==> src/rtl/ppi_pkg.sv <==
package ppi_pkg;
  localparam int PORT_W = 8;
  localparam int SEL_W  = $clog2(PORT_W);
  localparam int ADDR_W = 2;

  localparam logic [ADDR_W-1:0] OFS_A   = 2'd0;
  localparam logic [ADDR_W-1:0] OFS_B   = 2'd1;
  localparam logic [ADDR_W-1:0] OFS_C   = 2'd2;
  localparam logic [ADDR_W-1:0] OFS_CTL = 2'd3;

  localparam int CTL_DEF_BIT = PORT_W - 1;

  // Port C positions used by the handshakes
  localparam int PC_INTR_A = 3;
  localparam int PC_STB_A  = 4;
  localparam int PC_IBF_A  = 5;
  localparam int PC_ACK_A  = 6;
  localparam int PC_OBF_A  = 7;
  localparam int PC_INTR_B = 0;
  localparam int PC_BUF_B  = 1;
  localparam int PC_LINE_B = 2;

  typedef struct packed {
    logic aStrobed;
    logic aIsIn;
    logic cHiIsIn;
    logic bStrobed;
    logic bIsIn;
    logic cLoIsIn;
  } cfg_t;

  typedef struct packed {
    logic             wrA;
    logic             wrB;
    logic             wrC;
    logic             wrMode;
    logic             wrBit;
    logic [SEL_W-1:0] bitSel;
    logic             bitVal;
    logic             capA;
    logic             capB;
  } strb_t;

  typedef struct packed {
    logic bufFull;
    logic intr;
  } hs_t;
endpackage

==> src/rtl/ppi_hshk.sv <==
module ppi_hshk
  import ppi_pkg::*;
(
  input  logic clk,
  input  logic rstN,
  input  logic clear,
  input  logic strobed,
  input  logic isIn,
  input  logic inte,
  input  logic linePin,
  input  logic cpuRd,
  input  logic cpuWr,
  output hs_t  st,
  output logic capture
);
  logic lineQ, fallE, riseE, fullQ, intrQ;

  always_ff @(posedge clk or negedge rstN) begin
    if (!rstN) lineQ <= 1'b1;
    else       lineQ <= linePin;
  end

  assign fallE   = lineQ & ~linePin;
  assign riseE   = ~lineQ & linePin;
  assign capture = strobed & isIn & fallE & ~clear;

  always_ff @(posedge clk or negedge rstN) begin
    if (!rstN) begin
      fullQ <= 1'b0;
      intrQ <= 1'b0;
    end else if (clear) begin
      fullQ <= 1'b0;
      intrQ <= 1'b0;
    end else if (strobed) begin
      if (isIn) begin
        if (cpuRd) begin
          fullQ <= 1'b0;
          intrQ <= 1'b0;
        end else begin
          if (fallE) fullQ <= 1'b1;
          if (riseE && fullQ && inte) intrQ <= 1'b1;
        end
      end else begin
        if (cpuWr) begin
          fullQ <= 1'b1;
          intrQ <= 1'b0;
        end else begin
          if (fallE) fullQ <= 1'b0;
          if (riseE && !fullQ && inte) intrQ <= 1'b1;
        end
      end
    end
  end

  assign st = '{bufFull: fullQ, intr: intrQ};

  AST_CLEAR_FLAGS: assert property (@(posedge clk) disable iff (!rstN)
    clear |=> (!fullQ && !intrQ));
  AST_CAPTURE_FULL: assert property (@(posedge clk) disable iff (!rstN)
    (capture && !cpuRd) |=> fullQ);
  AST_IN_INTR_FULL: assert property (@(posedge clk) disable iff (!rstN)
    (strobed && isIn && intrQ) |-> fullQ);
  AST_OUT_INTR_EMPTY: assert property (@(posedge clk) disable iff (!rstN)
    (strobed && !isIn && intrQ) |-> !fullQ);
endmodule

==> src/rtl/ppi_ctrl.sv <==
module ppi_ctrl
  import ppi_pkg::*;
(
  input  logic              clk,
  input  logic              rstN,
  input  logic [ADDR_W-1:0] busAddr,
  input  logic [PORT_W-1:0] busWrData,
  input  logic              busWr,
  input  logic              busRd,
  input  logic [PORT_W-1:0] portCIn,
  input  logic [PORT_W-1:0] cLatch,
  output cfg_t              cfg,
  output strb_t             strb,
  output hs_t               hsA,
  output hs_t               hsB
);
  localparam int NPORT = 2;

  logic ctlWr;
  logic [NPORT-1:0] strobedV, isInV, inteV, lineV, rdV, wrV, capV;
  hs_t hsV [NPORT];

  assign ctlWr = busWr && (busAddr == OFS_CTL);

  always_ff @(posedge clk or negedge rstN) begin
    if (!rstN) begin
      cfg <= '{aStrobed: 1'b0, aIsIn: 1'b1, cHiIsIn: 1'b1,
               bStrobed: 1'b0, bIsIn: 1'b1, cLoIsIn: 1'b1};
    end else if (ctlWr && busWrData[CTL_DEF_BIT]) begin
      cfg <= '{aStrobed: busWrData[5], aIsIn: busWrData[4], cHiIsIn: busWrData[3],
               bStrobed: busWrData[2], bIsIn: busWrData[1], cLoIsIn: busWrData[0]};
    end
  end

  // Per-port view of configuration and port C handshake lines
  assign strobedV = {cfg.bStrobed, cfg.aStrobed};
  assign isInV    = {cfg.bIsIn, cfg.aIsIn};
  assign lineV    = {portCIn[PC_LINE_B], cfg.aIsIn ? portCIn[PC_STB_A] : portCIn[PC_ACK_A]};
  assign inteV    = {cLatch[PC_LINE_B],  cfg.aIsIn ? cLatch[PC_STB_A]  : cLatch[PC_ACK_A]};
  assign rdV      = {busRd && (busAddr == OFS_B), busRd && (busAddr == OFS_A)};
  assign wrV      = {busWr && (busAddr == OFS_B), busWr && (busAddr == OFS_A)};

  for (genvar g = 0; g < NPORT; g++) begin : g_hs
    ppi_hshk u_hs (
      .clk     (clk),
      .rstN    (rstN),
      .clear   (strb.wrMode),
      .strobed (strobedV[g]),
      .isIn    (isInV[g]),
      .inte    (inteV[g]),
      .linePin (lineV[g]),
      .cpuRd   (rdV[g]),
      .cpuWr   (wrV[g]),
      .st      (hsV[g]),
      .capture (capV[g])
    );
  end

  assign hsA = hsV[0];
  assign hsB = hsV[1];

  always_comb begin
    strb        = '0;
    strb.wrA    = wrV[0];
    strb.wrB    = wrV[1];
    strb.wrC    = busWr && (busAddr == OFS_C);
    strb.wrMode = ctlWr && busWrData[CTL_DEF_BIT];
    strb.wrBit  = ctlWr && !busWrData[CTL_DEF_BIT];
    strb.bitSel = busWrData[SEL_W:1];
    strb.bitVal = busWrData[0];
    strb.capA   = capV[0];
    strb.capB   = capV[1];
  end

  AST_CFG_HOLD: assert property (@(posedge clk) disable iff (!rstN)
    (ctlWr && !busWrData[CTL_DEF_BIT]) |=> $stable(cfg));
endmodule

==> src/rtl/ppi_dp.sv <==
module ppi_dp
  import ppi_pkg::*;
(
  input  logic              clk,
  input  logic              rstN,
  input  strb_t             strb,
  input  cfg_t              cfg,
  input  hs_t               hsA,
  input  hs_t               hsB,
  input  logic [ADDR_W-1:0] busAddr,
  input  logic [PORT_W-1:0] busWrData,
  input  logic [PORT_W-1:0] portAIn,
  input  logic [PORT_W-1:0] portBIn,
  input  logic [PORT_W-1:0] portCIn,
  output logic [PORT_W-1:0] portAOut,
  output logic [PORT_W-1:0] portAOe,
  output logic [PORT_W-1:0] portBOut,
  output logic [PORT_W-1:0] portBOe,
  output logic [PORT_W-1:0] portCOut,
  output logic [PORT_W-1:0] portCOe,
  output logic [PORT_W-1:0] busRdData,
  output logic [PORT_W-1:0] cLatch
);
  localparam int HALF = PORT_W / 2;

  logic [PORT_W-1:0] aLat, bLat, cLat, aCap, bCap;
  logic [PORT_W-1:0] cVal, cOeV, inteMask, cRd;

  always_ff @(posedge clk or negedge rstN) begin
    if (!rstN) begin
      aLat <= '0; bLat <= '0; cLat <= '0; aCap <= '0; bCap <= '0;
    end else begin
      if (strb.wrMode) begin
        aLat <= '0; bLat <= '0; cLat <= '0; aCap <= '0; bCap <= '0;
      end else begin
        if (strb.wrA)   aLat <= busWrData;
        if (strb.wrB)   bLat <= busWrData;
        if (strb.wrC)   cLat <= busWrData;
        if (strb.wrBit) cLat[strb.bitSel] <= strb.bitVal;
        if (strb.capA)  aCap <= portAIn;
        if (strb.capB)  bCap <= portBIn;
      end
    end
  end

  // Port C line roles
  always_comb begin
    cOeV     = {{HALF{~cfg.cHiIsIn}}, {HALF{~cfg.cLoIsIn}}};
    cVal     = cLat;
    inteMask = '0;
    if (cfg.aStrobed) begin
      cOeV[PC_INTR_A] = 1'b1;
      cVal[PC_INTR_A] = hsA.intr;
      if (cfg.aIsIn) begin
        cOeV[PC_STB_A]     = 1'b0;
        cOeV[PC_IBF_A]     = 1'b1;
        cVal[PC_IBF_A]     = hsA.bufFull;
        inteMask[PC_STB_A] = 1'b1;
      end else begin
        cOeV[PC_ACK_A]     = 1'b0;
        cOeV[PC_OBF_A]     = 1'b1;
        cVal[PC_OBF_A]     = ~hsA.bufFull;
        inteMask[PC_ACK_A] = 1'b1;
      end
    end
    if (cfg.bStrobed) begin
      cOeV[PC_LINE_B]     = 1'b0;
      cOeV[PC_BUF_B]      = 1'b1;
      cVal[PC_BUF_B]      = cfg.bIsIn ? hsB.bufFull : ~hsB.bufFull;
      cOeV[PC_INTR_B]     = 1'b1;
      cVal[PC_INTR_B]     = hsB.intr;
      inteMask[PC_LINE_B] = 1'b1;
    end
  end

  always_comb begin
    for (int i = 0; i < PORT_W; i++) begin
      cRd[i] = inteMask[i] ? cLat[i] : (cOeV[i] ? cVal[i] : portCIn[i]);
    end
  end

  assign portAOe  = {PORT_W{~cfg.aIsIn}};
  assign portBOe  = {PORT_W{~cfg.bIsIn}};
  assign portAOut = aLat & portAOe;
  assign portBOut = bLat & portBOe;
  assign portCOe  = cOeV;
  assign portCOut = cVal & cOeV;
  assign cLatch   = cLat;

  always_comb begin
    unique case (busAddr)
      OFS_A:   busRdData = cfg.aIsIn ? (cfg.aStrobed ? aCap : portAIn) : aLat;
      OFS_B:   busRdData = cfg.bIsIn ? (cfg.bStrobed ? bCap : portBIn) : bLat;
      OFS_C:   busRdData = cRd;
      default: busRdData = '0;
    endcase
  end

  AST_MODE_CLEARS_LATCH: assert property (@(posedge clk) disable iff (!rstN)
    strb.wrMode |=> (aLat == '0 && bLat == '0 && cLat == '0));
  AST_BIT_ONLY: assert property (@(posedge clk) disable iff (!rstN)
    strb.wrBit |=> (((cLat ^ $past(cLat)) & ~(PORT_W'(1) << $past(strb.bitSel))) == '0));
endmodule

==> src/rtl/ppi_top.sv <==
module ppi_top
  import ppi_pkg::*;
(
  input  logic              clk,
  input  logic              rstN,
  input  logic [ADDR_W-1:0] busAddr,
  input  logic [PORT_W-1:0] busWrData,
  input  logic              busWr,
  input  logic              busRd,
  output logic [PORT_W-1:0] busRdData,
  input  logic [PORT_W-1:0] portAIn,
  output logic [PORT_W-1:0] portAOut,
  output logic [PORT_W-1:0] portAOe,
  input  logic [PORT_W-1:0] portBIn,
  output logic [PORT_W-1:0] portBOut,
  output logic [PORT_W-1:0] portBOe,
  input  logic [PORT_W-1:0] portCIn,
  output logic [PORT_W-1:0] portCOut,
  output logic [PORT_W-1:0] portCOe
);
  cfg_t              cfg;
  strb_t             strb;
  hs_t               hsA, hsB;
  logic [PORT_W-1:0] cLatch;

  ppi_ctrl u_ctrl (
    .clk(clk), .rstN(rstN), .busAddr(busAddr), .busWrData(busWrData),
    .busWr(busWr), .busRd(busRd), .portCIn(portCIn), .cLatch(cLatch),
    .cfg(cfg), .strb(strb), .hsA(hsA), .hsB(hsB)
  );

  ppi_dp u_dp (
    .clk(clk), .rstN(rstN), .strb(strb), .cfg(cfg), .hsA(hsA), .hsB(hsB),
    .busAddr(busAddr), .busWrData(busWrData),
    .portAIn(portAIn), .portBIn(portBIn), .portCIn(portCIn),
    .portAOut(portAOut), .portAOe(portAOe), .portBOut(portBOut), .portBOe(portBOe),
    .portCOut(portCOut), .portCOe(portCOe), .busRdData(busRdData), .cLatch(cLatch)
  );
endmodule

==> config.mk <==
export PLATFORM = sky130hd
export DESIGN_NAME = ppi_top
export DESIGN_NICKNAME = d
export VERILOG_FILES = /design/src/rtl/ppi_pkg.sv /design/src/rtl/ppi_hshk.sv /design/src/rtl/ppi_ctrl.sv /design/src/rtl/ppi_dp.sv /design/src/rtl/ppi_top.sv
export SDC_FILE = /design/constraint.sdc
export NUM_CORES = 1
export LEC_CHECK = 0
export ABC_AREA = 0
export BUFFER_PORTS_ARGS = -buffer_cell sky130_fd_sc_hd__buf_2
export CAP_MARGIN = 10
export CORE_MARGIN = 2
export CORE_UTILIZATION = 45
export DETAILED_ROUTE_END_ITERATION = 10
export PLACE_DENSITY = 0.73
export SLEW_MARGIN = 20
export SYNTH_ARGS = -nofsm -noshare
export SYNTH_HDL_FRONTEND = slang
export SYNTH_SLANG_ARGS = --single-unit
==> constraint.sdc <==
create_clock -name clk -period 1.7 [get_ports clk]
set_input_delay 0.17 -clock clk [delete_from_list [all_inputs] [get_ports clk]]
set_output_delay 0.17 -clock clk [all_outputs]
set_load 0.01 [all_outputs]
# Word level (Yosys, flattened, before mapping)
# Index checks and enable logic that the tools add are counted.
dict set report totals {
  ff_bits 52
  latch_bits 0
  ram_bits 0
  rom_bits 0
  input_bits 38
  mem_count 0
}
dict set report op_classes {
  addsub 0
  mul 0
  div_mod_pow 0
  order_cmp 2
  n_eq_ne 7
  shift 0
  muxes 77
  n_bitwise 24
  reduce_logical 35
}
# cell n
set ops {}
lappend ops {{$mux 8} 16}
lappend ops {{$mux 1} 53}
lappend ops {{$and 8x8->8} 3}
lappend ops {{$pmux 8 s3} 1}
lappend ops {{$logic_and 1x1->1} 17}
lappend ops {{$ne 4x4->1 const B} 4}
lappend ops {{$reduce_bool 4->1} 4}
lappend ops {{$reduce_and 3->1} 4}
lappend ops {{$reduce_bool 2->1} 6}
lappend ops {{$not 1->1} 11}
lappend ops {{$and 1x1->1} 10}
lappend ops {{$bwmux 8} 1}
lappend ops {{$mux 2} 3}
lappend ops {{$mux 5} 1}
lappend ops {{$eq 2x2->1 const B} 2}
lappend ops {{$lt 3x4->1 const B} 1}
lappend ops {{$demux 1 s3} 1}
lappend ops {{$ge 3x1->1 const B} 1}
lappend ops {{$logic_not 1->1} 3}
lappend ops {{$mux 3} 1}
lappend ops {{$eq 2x1->1 const B} 1}
lappend ops {{$logic_not 2->1} 1}

# Logic depth before layout (Yosys ltp)
# Gate-level depths: netlist (run 1).
dict set report logic_depth {
  depth_word 9
  mapped_depth 6
}

# By module
# From an unflattened synthesis (run 1), not the netlist that was laid out.
dict set report unflattened {
  cells_unflattened 369
  hier_area_um2 3485.8
}
# module n_inst cells_per_inst area_each_um2 seq_area_each_um2
set modules_own_cells {}
lappend modules_own_cells {ppi_dp 1 307 2752.6 1001.0}
lappend modules_own_cells {ppi_hshk 2 17 192.7 76.3}
lappend modules_own_cells {ppi_ctrl 1 28 347.8 155.1}

# Least setup slack after synthesis (run 1)
# No wires, ideal clock.
dict set report synth_timing {
  path_type {register -> register}
  startpoint {register, netlist name u_ctrl.cfg[4]}
  endpoint {register u_ctrl.g_hs[0].u_hs.fullQ}
  setup_ps 125
  arrival_time_ps 1552
  setup_slack_ps 23
  stages_incl_launch_ff 5
  path_buffers 0
  synth_period_minus_slack_ps 1677
  cell_sequence {dfstp_2 > mux2_2 > or2_1 > a21oi_1 > mux2_2}
}
dict set report synth_between {
  elab_chain_cells 5
  word_cells_on_any_way 9
}
# item line
set synth_rtl {}
lappend synth_rtl {{$mux 1 *} ppi_ctrl.sv:38} ;# assign lineV = {portCIn[PC_LINE_B], cfg.aIsIn ? portCIn[PC_STB_A] : portCIn[PC_ACK_A]};
lappend synth_rtl {{named net u_ctrl.g_hs[0].u_hs.linePin} ppi_hshk.sv:10} ;# input logic linePin,
lappend synth_rtl {{$not 1->1 *} ppi_hshk.sv:23} ;# assign fallE = lineQ & ~linePin;
lappend synth_rtl {{$and 1x1->1 *} ppi_hshk.sv:23}
lappend synth_rtl {{$ne 4x4->1 (no source line) / $reduce_bool 4->1 (equally long branches)} n/a}
lappend synth_rtl {{$reduce_and 3->1 (no source line) *} n/a}
lappend synth_rtl {{end signal, assigned} ppi_hshk.sv:29} ;# fullQ <= 1'b0;
lappend synth_rtl {{end signal, assigned} ppi_hshk.sv:32} ;# fullQ <= 1'b0;
lappend synth_rtl {{end signal, assigned} ppi_hshk.sv:37} ;# fullQ <= 1'b0;
lappend synth_rtl {{end, declared} ppi_hshk.sv:16} ;# logic lineQ, fallE, riseE, fullQ, intrQ;
# Mark *: on every way through the listed nets, which the timed path passes. The rest lies on a longest branch. The select of a mux whose other input is x is not followed.
# A chain may end at the register's enable or synchronous reset.

# Worst setup path in the final report (run 1)
dict set report layout_timing {
  startpoint {register, netlist name u_ctrl.cfg[4]}
  endpoint {output port busRdData[6]}
}
dict set report layout_between {
  elab_chain_cells 5
  word_cells_on_any_way 8
}
# item line
set layout_rtl {}
lappend layout_rtl {{$mux 2} ppi_dp.sv:54} ;# if (cfg.aIsIn) begin
lappend layout_rtl {{$mux 5} ppi_dp.sv:51} ;# if (cfg.aStrobed) begin
lappend layout_rtl {{$mux 1 (2 in series)} ppi_dp.sv:78} ;# cRd[i] = inteMask[i] ? cLat[i] : (cOeV[i] ? cVal[i] : portCIn[i]);
lappend layout_rtl {{$pmux 8 s3 *} ppi_dp.sv:91} ;# unique case (busAddr)
lappend layout_rtl {{end, declared} ppi_top.sv:10} ;# output logic [PORT_W-1:0] busRdData,
# Mark *: on every way between the ends. The rest lies on a longest branch, timed or not.

==> impl_table.tex, run 1 <==
\begin{tabular}{lr}
\hline
Metric & Value \\
\hline
\multicolumn{2}{l}{\textbf{Floorplanning}} \\
\quad Standard-cell row count & 31 \\
\quad I/O Pins & 94 \\
\quad Height of the die & 90.3 um \\
\quad Horizontal extent of the die & 90.3 um \\
\quad Core footprint & 7210 um\^{}2 \\
\quad Overall die area & 8150 um\^{}2 \\
\quad Starting density of the core & 46.5\% \\
\multicolumn{2}{l}{\textbf{Clock network}} \\
\quad Clock input transition at the sequential cells of the worst setup and hold paths & 0.09 ns \\
\quad CTS Buf Count & 5 \\
\quad Clk buf depth & 2 \\
\quad Library cell used as clock root buffer & sky130\_fd\_sc\_hd\_\_clkbuf\_8 \\
\quad CTS H-Tree Depth & 2 \\
\quad TritonCTS clock tree & yes \\
\quad Insertion delay to the later sink of the worst-skew pair & 0.31 ns \\
\quad Clock tree sinks & 52 \\
\multicolumn{2}{l}{\textbf{Finish}} \\
\quad Most common cell after layout, fill and taps aside & sky130\_fd\_sc\_hd\_\_buf\_2 \\
\quad Most frequent cells in the layout & sky130\_fd\_sc\_hd\_\_buf\_2, sky130\_fd\_sc\_hd\_\_nand2\_1, sky130\_fd\_sc\_hd\_\_dfrtp\_1 \\
\quad Fraction of layout instances using a drive strength above 1 & 41.0\% \\
\quad Total inserted antenna cells & 0 \\
\quad Count of fill cells added during filler insertion & 624 \\
\quad Register Area & 1310 um\^{}2 \\
\quad Relative area change from synthesis to final layout & 32.4\% \\
\quad Filler-free cell count of the finished design & 592 \\
\quad Area of the multi-input gates & 1910 um\^{}2 \\
\quad Core Util, Final & 61.5\% \\
\quad Post-layout net count & 530 \\
\multicolumn{2}{l}{\textbf{Yosys}} \\
\quad Cell count after synthesis & 385 \\
\quad Syn Std Cell Area & 3350 um\^{}2 \\
\quad Leading area contributor after synthesis & sky130\_fd\_sc\_hd\_\_dfrtp\_1 \\
\quad Total nets after synthesis & 423 \\
\quad Fraction of the yosys area taken by sequential cells & 39.0\% \\
\quad Flop and latch count out of synthesis & 52 \\
\quad Async S/R FF share, synth & 100\% \\
\quad Synth unique cells & 53 \\
\quad Main flop type after synthesis & sky130\_fd\_sc\_hd\_\_dfrtp\_1 \\
\quad Count of warnings emitted by yosys & 0 \\
\quad Share of the synthesized area in the top cell type & 34.3\% \\
\quad Number of flops mapped to enable cells by yosys & 0 \\
\quad Cell types occupying the most area after synthesis & sky130\_fd\_sc\_hd\_\_dfrtp\_1, sky130\_fd\_sc\_hd\_\_mux2i\_1, sky130\_fd\_sc\_hd\_\_nand2\_1 \\
\quad Mean instance size in the synthesized netlist & 8.71 um\^{}2 \\
\multicolumn{2}{l}{\textbf{Timing}} \\
\quad Transition time of the tightest slew-check pin & 0.471 ns \\
\quad Final hold slack & 0.0990 ns \\
\quad Number of max-slew violations in the final report & 0 \\
\quad Final clock period utilization by the worst path & 116\% \\
\quad Highest achievable clock rate & 508 MHz \\
\quad Unrepaired setup endpoints after global routing & true \\
\quad Maximum clock skew at final layout & 0.00314 ns \\
\quad Worst max-slew margin expressed relative to the limit & 68.5\% \\
\quad Total count of hold-check failures in the final report & 0 \\
\quad Final setup violation count & 14 \\
\quad Tmin final & 1.97 ns \\
\quad Setup ws final & -0.268 ns \\
\multicolumn{2}{l}{\textbf{Placement}} \\
\quad Final RePlAce weighted congestion & 0.933 \\
\quad Port Buffer Count & 93 \\
\quad Final HPWL DP & 7430 um \\
\quad Post-Place Cells & 562 \\
\multicolumn{2}{l}{\textbf{Global route}} \\
\quad Total global routing track utilization & 25.3\% \\
\quad First-pass GRT wire length & 16,700 um \\
\quad Global route overflow & 0 \\
\quad Vias in the first global route & 3,201 \\
\quad Largest net degree at the start of global routing & 53 \\
\quad Antenna violations before repair & 0 \\
\multicolumn{2}{l}{\textbf{Critical path}} \\
\quad Delay contributed by the slowest stage of the critical path & 0.64 ns \\
\quad Largest delay contributor family on the critical path & flip-flops \\
\quad Critical path endpoint category & output pin \\
\quad Highest fanout seen on the critical path & 6 \\
\quad FF-to-FF setup slack & -0.19 ns \\
\quad CP Data Arrival Time & 1.80 ns \\
\quad List of cells traversed by the critical path & nand2b\_4, and3\_1, a211oi\_2, o32ai\_1, buf\_2 \\
\quad Terminus of the critical flop-to-flop path & u\_ctrl.g\_hs[0].u\_hs.fullQ \\
\quad Worst endpoint required time & 1.53 ns \\
\quad Reg2Reg Depth & 5 \\
\quad Total buffers and inverters traversed by the critical path & 1 \\
\quad Slowest library cell on the worst path & sky130\_fd\_sc\_hd\_\_dfstp\_2 \\
\quad CP Class & register to output pin \\
\quad Worst reg2reg startpoint & u\_ctrl.cfg[4] \\
\quad Startpoint kind of the worst setup timing path & register \\
\multicolumn{2}{l}{\textbf{Drt}} \\
\quad Count of antenna-violating nets left after detailed routing & 0 \\
\quad Residual DRC & 0 \\
\quad Iteration-0 DRC Markers & 233 \\
\quad DR pass1 iterations & 6 \\
\quad Wirelength, routed & 10,500 um \\
\quad Routed WL per cell & 17.7 um \\
\quad Vias & 3,354 \\
\quad Vias per Instance & 5.67 \\
\multicolumn{2}{l}{\textbf{Min path}} \\
\quad Min-Delay Startpoint & portBIn[0] \\
\quad End of the worst hold path & u\_dp.bCap[0] \\
\quad Cells on Worst Hold Path & 3 \\
\quad Path category of the worst min-delay check & input pin to register \\
\multicolumn{2}{l}{\textbf{Power}} \\
\quad Internal portion of total power & 2.99 mW \\
\quad Combinational fraction of design power & 44.4\% \\
\quad Power per cell area & 1060 nW/um\^{}2 \\
\quad Cell leakage power & 2.17 nW \\
\quad Part of the power in registers & 37.4\% \\
\quad Switching part of the total power & 36.3\% \\
\quad Power share of the clock group & 18.2\% \\
\quad Worst ir drop on vdd & 0.378 mV \\
\quad Net switching power & 1.71 mW \\
\multicolumn{2}{l}{\textbf{Status}} \\
\quad Violations in the final reports & negative setup slack \\
\quad Result of the run & finished with violations \\
\multicolumn{2}{l}{\textbf{Flow run}} \\
\quad Max-cap check violation count & 0 \\
\hline
\end{tabular}
[through the flow]
stage	worst slack, ns	cell area, um^2	TNS, ns	total power [mW]
3_5_place_dp	-0.0762	3930	-0.264	3.45
6_report	-0.268	4440	-2.62	4.70
4_1_cts	-0.223	4280	-2.12	4.51
3_3_place_gp	-0.0449	3930	-0.110	3.41
5_1_grt	-0.313	4440	-3.53	4.95
2_1_floorplan	0.0234	3350	0	2.80
[per-layer routing]
layer	vias up	track usage, %	part of all wire (%)
met2	145	40.7	48
met3	27	3.92	6.7
met5	-	0	0
met4	0	6.67	2.4
li1	1544	-	-
met1	1638	35.7	43
[worst min-delay path, delay by kind of cell]
family                 cells  cell delay, ns
buffers and inverters      1            0.10
and+or+nand+nor            1            0.05
AOI/OAI and AO/OA          1            0.05
[cells by family (layout without fill, tap and decap cells)]
logic type / Yosys count / after routing / synth area share (%)
muxes: 42 / 42 / 13.1
AOI/OAI and AO/OA: 77 / 77 / 15.2
buffers and inverters: 55 / 163 / 9.07
and+or+nand+nor: 158 / 158 / 23.3
DFF: 52 / 52 / 39.0
xor gates and xnor gates: 1 / 1 / 0.261
[registers in the layout, summed over array words and instances (netlist names)]
register and cells:
u_ctrl.cfg 6, u_ctrl.g_hs.u_hs.fullQ 2, u_ctrl.g_hs.u_hs.intrQ 2, u_ctrl.g_hs.u_hs.lineQ 2, u_dp.aCap 8, u_dp.aLat 8, u_dp.bCap 8, u_dp.bLat 8
u_dp.cLatch 8
[worst max-delay path by stage]
stage	from	end	cells after the start
global placement	u_ctrl.cfg[5]	busRdData[0]	5
CTS	u_ctrl.cfg[5]	busRdData[4]	6
global route	u_ctrl.cfg[4]	busRdData[6]	6
floorplan	u_ctrl.cfg[4]	u_ctrl.g_hs[0].u_hs.fullQ	4
detailed placement	u_ctrl.cfg[4]	u_ctrl.g_hs[0].u_hs.fullQ	4
finish	u_ctrl.cfg[4]	busRdData[6]	5
[power by group through the flow]
stage | combinational [mW] | sequential [mW] | clock [mW]
3_5_place_dp | 1.70 | 1.75 | 0
4_1_cts | 1.91 | 1.74 | 0.865
2_1_floorplan | 1.16 | 1.64 | 0
3_3_place_gp | 1.67 | 1.74 | 0
5_1_grt | 2.25 | 1.78 | 0.915
6_report | 2.09 | 1.76 | 0.854
[synth_stat cells (2+ instances only)]
master and count:
sky130_fd_sc_hd__o31ai_1 2, sky130_fd_sc_hd__and3_1 4, sky130_fd_sc_hd__a22o_1 3, sky130_fd_sc_hd__a21oi_1 32, sky130_fd_sc_hd__nand3_1 7, sky130_fd_sc_hd__nor2_1 34, sky130_fd_sc_hd__o32ai_1 4, sky130_fd_sc_hd__inv_1 9
sky130_fd_sc_hd__buf_6 2, sky130_fd_sc_hd__dfrtp_1 46, sky130_fd_sc_hd__nand2_1 57, sky130_fd_sc_hd__nor3_1 6, sky130_fd_sc_hd__mux2_2 16, sky130_fd_sc_hd__o211a_1 3, sky130_fd_sc_hd__mux2i_1 26, sky130_fd_sc_hd__buf_1 4
sky130_fd_sc_hd__nand2b_1 4, sky130_fd_sc_hd__clkbuf_1 8, sky130_fd_sc_hd__nand3b_1 4, sky130_fd_sc_hd__and2_1 5, sky130_fd_sc_hd__a31oi_1 2, sky130_fd_sc_hd__nor2b_1 18, sky130_fd_sc_hd__and4b_1 3, sky130_fd_sc_hd__buf_2 12
sky130_fd_sc_hd__inv_2 2, sky130_fd_sc_hd__nand4b_1 3, sky130_fd_sc_hd__dfstp_2 6, sky130_fd_sc_hd__a211oi_1 7, sky130_fd_sc_hd__nand4_1 2, sky130_fd_sc_hd__buf_4 18, sky130_fd_sc_hd__a211o_1 3, sky130_fd_sc_hd__o22ai_1 3
sky130_fd_sc_hd__o21ai_0 8, sky130_fd_sc_hd__nor3b_1 3
[area by class of cell]
class	count	area share, %
tap	99	2.79
sequential	52	29.5
inverter	11	1.10
multi-input combinational	278	43.0
clock inverter	1	0.676
clock buffer	7	1.72
timing repair buffer	144	21.2
[repair_timing]
item / 4_1_cts / 5_1_grt
gates resized for setup: 36 / 25
setup endpoints to repair: 23 / 18
pin swaps: 14 / 9
buffers inserted: 10 / 10
hold buffers: 2 / 0
hold endpoints to repair: 47 / 0
No activity file was read; power rests on OpenSTA's default activity.
==> inputs of run 2 (changes only) <==
--- a/config.mk
+++ b/config.mk
@@ -7,7 +7,6 @@
 export LEC_CHECK = 0
 export ABC_AREA = 0
 export BUFFER_PORTS_ARGS = -buffer_cell sky130_fd_sc_hd__buf_2
-export CAP_MARGIN = 10
 export CORE_MARGIN = 2
 export CORE_UTILIZATION = 45
 export DETAILED_ROUTE_END_ITERATION = 10
@@ -15,4 +14,5 @@
 export SLEW_MARGIN = 20
 export SYNTH_ARGS = -nofsm -noshare
 export SYNTH_HDL_FRONTEND = slang
+export SYNTH_HIERARCHICAL = 1
 export SYNTH_SLANG_ARGS = --single-unit
==> run 2 against run 1 <==
The run still ends with negative setup slack left. Die area increased by 3.8%. Final area increased by 1.4%. Sequential cell count unchanged. Via count decreased by 6.2%. Hold slack improved by 0.023 ns. Register-to-register slack got worse by 0.06 ns. Power increased by 12%. Synthesized cell count decreased by 4.2%. Clock skew increased by 0.0026 ns. Sequential power increased by 5%.
==> impl_table.tex, run 2 <==
\begin{tabular}{lr}
\hline
Metric & Value \\
\hline
\multicolumn{2}{l}{\textbf{Finish}} \\
\quad Most frequent cells in the layout & sky130\_fd\_sc\_hd\_\_buf\_2, sky130\_fd\_sc\_hd\_\_mux2i\_1, sky130\_fd\_sc\_hd\_\_nor2\_1 \\
\quad Relative area change from synthesis to final layout & 29.2\% \\
\quad Count of fill cells added during filler insertion & 643 \\
\quad Most common cell after layout, fill and taps aside & sky130\_fd\_sc\_hd\_\_buf\_2 \\
\quad Register Area & 1310 um\^{}2 \\
\quad Total inserted antenna cells & 0 \\
\quad Area of the multi-input gates & 1950 um\^{}2 \\
\quad Post-layout net count & 509 \\
\quad Fraction of layout instances using a drive strength above 1 & 42.2\% \\
\quad Core Util, Final & 59.2\% \\
\multicolumn{2}{l}{\textbf{Yosys}} \\
\quad Share of the synthesized area in the top cell type & 33.0\% \\
\quad Post-synthesis share of cell area spent on and, or, nand and nor gates & 18.4\% \\
\quad Async S/R FF share, synth & 100\% \\
\quad Most used standard cell by instance count after synthesis & sky130\_fd\_sc\_hd\_\_mux2i\_1 \\
\quad Cell types occupying the most area after synthesis & sky130\_fd\_sc\_hd\_\_dfrtp\_1, sky130\_fd\_sc\_hd\_\_mux2i\_1, sky130\_fd\_sc\_hd\_\_nor2\_1 \\
\quad Cell count after synthesis & 369 \\
\quad Mean instance size in the synthesized netlist & 9.45 um\^{}2 \\
\quad Leading area contributor after synthesis & sky130\_fd\_sc\_hd\_\_dfrtp\_1 \\
\quad Top cells by count, synth & sky130\_fd\_sc\_hd\_\_mux2i\_1, sky130\_fd\_sc\_hd\_\_nor2\_1, sky130\_fd\_sc\_hd\_\_dfrtp\_1 \\
\quad Synthesized-area fraction occupied by xor and xnor cells & 0.754\% \\
\quad Compound-Gate Fraction of Synth Area & 11.5\% \\
\quad Fraction of the mapped netlist area in adder cells & 0\% \\
\quad Flop and latch count out of synthesis & 52 \\
\quad Syn Std Cell Area & 3490 um\^{}2 \\
\quad Synth unique cells & 43 \\
\quad Total nets after synthesis & 407 \\
\quad Fraction of synthesized area in multiplexers & 22.3\% \\
\quad Largest family of logic cells by synthesized area & multiplexers \\
\quad Fraction of the yosys area taken by sequential cells & 37.5\% \\
\quad Number of flops mapped to enable cells by yosys & 0 \\
\quad Count of warnings emitted by yosys & 6 \\
\quad Main flop type after synthesis & sky130\_fd\_sc\_hd\_\_dfrtp\_1 \\
\multicolumn{2}{l}{\textbf{Global route}} \\
\quad First-pass GRT wire length & 15,000 um \\
\quad Antenna violations before repair & 0 \\
\quad Vias in the first global route & 2,955 \\
\quad Global route overflow & 0 \\
\quad Largest net degree at the start of global routing & 53 \\
\quad Total global routing track utilization & 22.7\% \\
\multicolumn{2}{l}{\textbf{Critical path}} \\
\quad CP Class & register to output pin \\
\quad CP Data Arrival Time & 1.83 ns \\
\quad Worst endpoint required time & 1.53 ns \\
\quad Startpoint kind of the worst setup timing path & register \\
\quad Highest fanout seen on the critical path & 8 \\
\quad Critical path endpoint category & output pin \\
\multicolumn{2}{l}{\textbf{Timing}} \\
\quad Highest achievable clock rate & 500 MHz \\
\quad Unrepaired setup endpoints after global routing & true \\
\quad Total count of hold-check failures in the final report & 0 \\
\quad Transition time of the tightest slew-check pin & 0.434 ns \\
\quad Final setup violation count & 32 \\
\quad Final clock period utilization by the worst path & 118\% \\
\quad Final hold slack & 0.122 ns \\
\quad Maximum clock skew at final layout & 0.00569 ns \\
\quad Number of max-slew violations in the final report & 0 \\
\quad Worst max-slew margin expressed relative to the limit & 71.0\% \\
\quad Setup ws final & -0.301 ns \\
\quad Tmin final & 2.00 ns \\
\multicolumn{2}{l}{\textbf{Floorplanning}} \\
\quad I/O Pins & 94 \\
\quad Overall die area & 8470 um\^{}2 \\
\quad Height of the die & 92.0 um \\
\quad Starting density of the core & 45.8\% \\
\quad Standard-cell row count & 32 \\
\quad Horizontal extent of the die & 92.0 um \\
\quad Core footprint & 7610 um\^{}2 \\
\multicolumn{2}{l}{\textbf{Clock network}} \\
\quad CTS H-Tree Depth & 2 \\
\quad Clock input transition at the sequential cells of the worst setup and hold paths & 0.10 ns \\
\quad Clock tree sinks & 52 \\
\quad Insertion delay to the later sink of the worst-skew pair & 0.31 ns \\
\quad TritonCTS clock tree & yes \\
\quad Clk buf depth & 2 \\
\quad CTS Buf Count & 5 \\
\quad Library cell used as clock root buffer & sky130\_fd\_sc\_hd\_\_clkbuf\_8 \\
\multicolumn{2}{l}{\textbf{Power}} \\
\quad Power per cell area & 1170 nW/um\^{}2 \\
\quad Total power & 5.28 mW \\
\quad Cell leakage power & 2.13 nW \\
\quad Worst ir drop on vdd & 0.433 mV \\
\multicolumn{2}{l}{\textbf{Placement}} \\
\quad Port Buffer Count & 93 \\
\quad Final HPWL DP & 6830 um \\
\quad Final RePlAce weighted congestion & 0.891 \\
\multicolumn{2}{l}{\textbf{Flow run}} \\
\quad Max-cap check violation count & 0 \\
\multicolumn{2}{l}{\textbf{Min path}} \\
\quad Path category of the worst min-delay check & input pin to register \\
\multicolumn{2}{l}{\textbf{Drt}} \\
\quad Vias & 3,146 \\
\quad Routed WL per cell & 17.3 um \\
\quad Residual DRC & 0 \\
\quad Wirelength, routed & 9940 um \\
\quad Vias per Instance & 5.48 \\
\quad DR pass1 iterations & 5 \\
\quad Iteration-0 DRC Markers & 187 \\
\quad Count of antenna-violating nets left after detailed routing & 0 \\
\multicolumn{2}{l}{\textbf{Status}} \\
\quad Result of the run & finished with violations \\
\quad Violations in the final reports & negative setup slack \\
\hline
\end{tabular}
run 2: changes by cell type after synthesis, moves of 5 or more:
cell                       change
sky130_fd_sc_hd__nand2_1      -45
sky130_fd_sc_hd__mux2i_1      +35
sky130_fd_sc_hd__nor2_1       +23
sky130_fd_sc_hd__a21oi_1      -16
sky130_fd_sc_hd__a211oi_1      +7
sky130_fd_sc_hd__buf_4         +7
sky130_fd_sc_hd__o21ai_0       +7
sky130_fd_sc_hd__nand3_1       -5
run 2: logic make-up after synthesis:
group / Yosys count
DFF: 52
buffers and inverters: 55
xor gates and xnor gates: 3
and+or+nand+nor: 123
muxes: 75
AOI/OAI and AO/OA: 61
run 2: layout make-up:
type	instances	share of cell area (%)
Timing Repair Buffer	142	20.6
Clock inverter	3	2.00
Clock buffer	5	1.53
Sequential cell	52	29.1
Tap cell	102	2.83
Inverter	8	0.667
Multi-Input combinational cell	262	43.3
run 2: metal layers:
metal  routed length [um]  vias to the layer above  track usage, %
met1                 4260                     1532            30.4
met2                 4910                      124            37.9
met4                  185                        0            7.96
li1                     -                     1475               -
met3                  590                       15            2.96
met5                    0                        -               0
run 2: what timing repair did:
item	in CTS	in global routing
setup endpoints to repair	19	31
gates resized for setup	17	25
hold buffers	2	0
pin swaps	4	7
setup buffers	9	9
gates cloned	0	0
hold endpoints to repair	47	0
run 2: worst paths after layout:
path                               start  cells past startpoint             end  slack [ns]
hold reg to reg             u_dp/aCap[5]                      2    u_dp/aCap[5]        0.53
hold / removal                portBIn[6]                      3    u_dp/bCap[6]        0.12
setup reg to reg           u_ctrl/cfg[4]                      6    u_dp/aCap[7]       -0.25
max in group asynchronous           rstN                      3   u_ctrl/cfg[1]        1.03
min in group asynchronous           rstN                      3  u_dp/cLatch[2]        0.37
setup / recovery           u_ctrl/cfg[4]                      7    busRdData[5]       -0.30
run 2: where the power goes:
part / switching (mW) / internal (mW)
Combinational: 1.14 / 1.13
Sequential: 0.283 / 1.56
Clock: 0.430 / 0.736
Total: 1.85 / 3.42
run 2: worst max-delay path, cell delays in order, from the launching register on:
cell,delay [ns]
sky130_fd_sc_hd__dfstp_2,0.58
sky130_fd_sc_hd__buf_6,0.17
sky130_fd_sc_hd__buf_12,0.13
sky130_fd_sc_hd__nor2_2,0.04
sky130_fd_sc_hd__a211oi_2,0.20
sky130_fd_sc_hd__nor3_1,0.09
sky130_fd_sc_hd__a21oi_1,0.15
sky130_fd_sc_hd__buf_2,0.16
run 2: per-stage QoR:
step	cell area (um^2)	TNS, ns	setup WS, ns	cells
floorplan	3500	-1.16	-0.145	369
global placement	4060	-0.927	-0.112	547
detailed placement	4060	-1.46	-0.181	547
CTS	4360	-3.92	-0.291	566
global route	4500	-6.79	-0.383	574
finish	4500	-4.55	-0.301	574
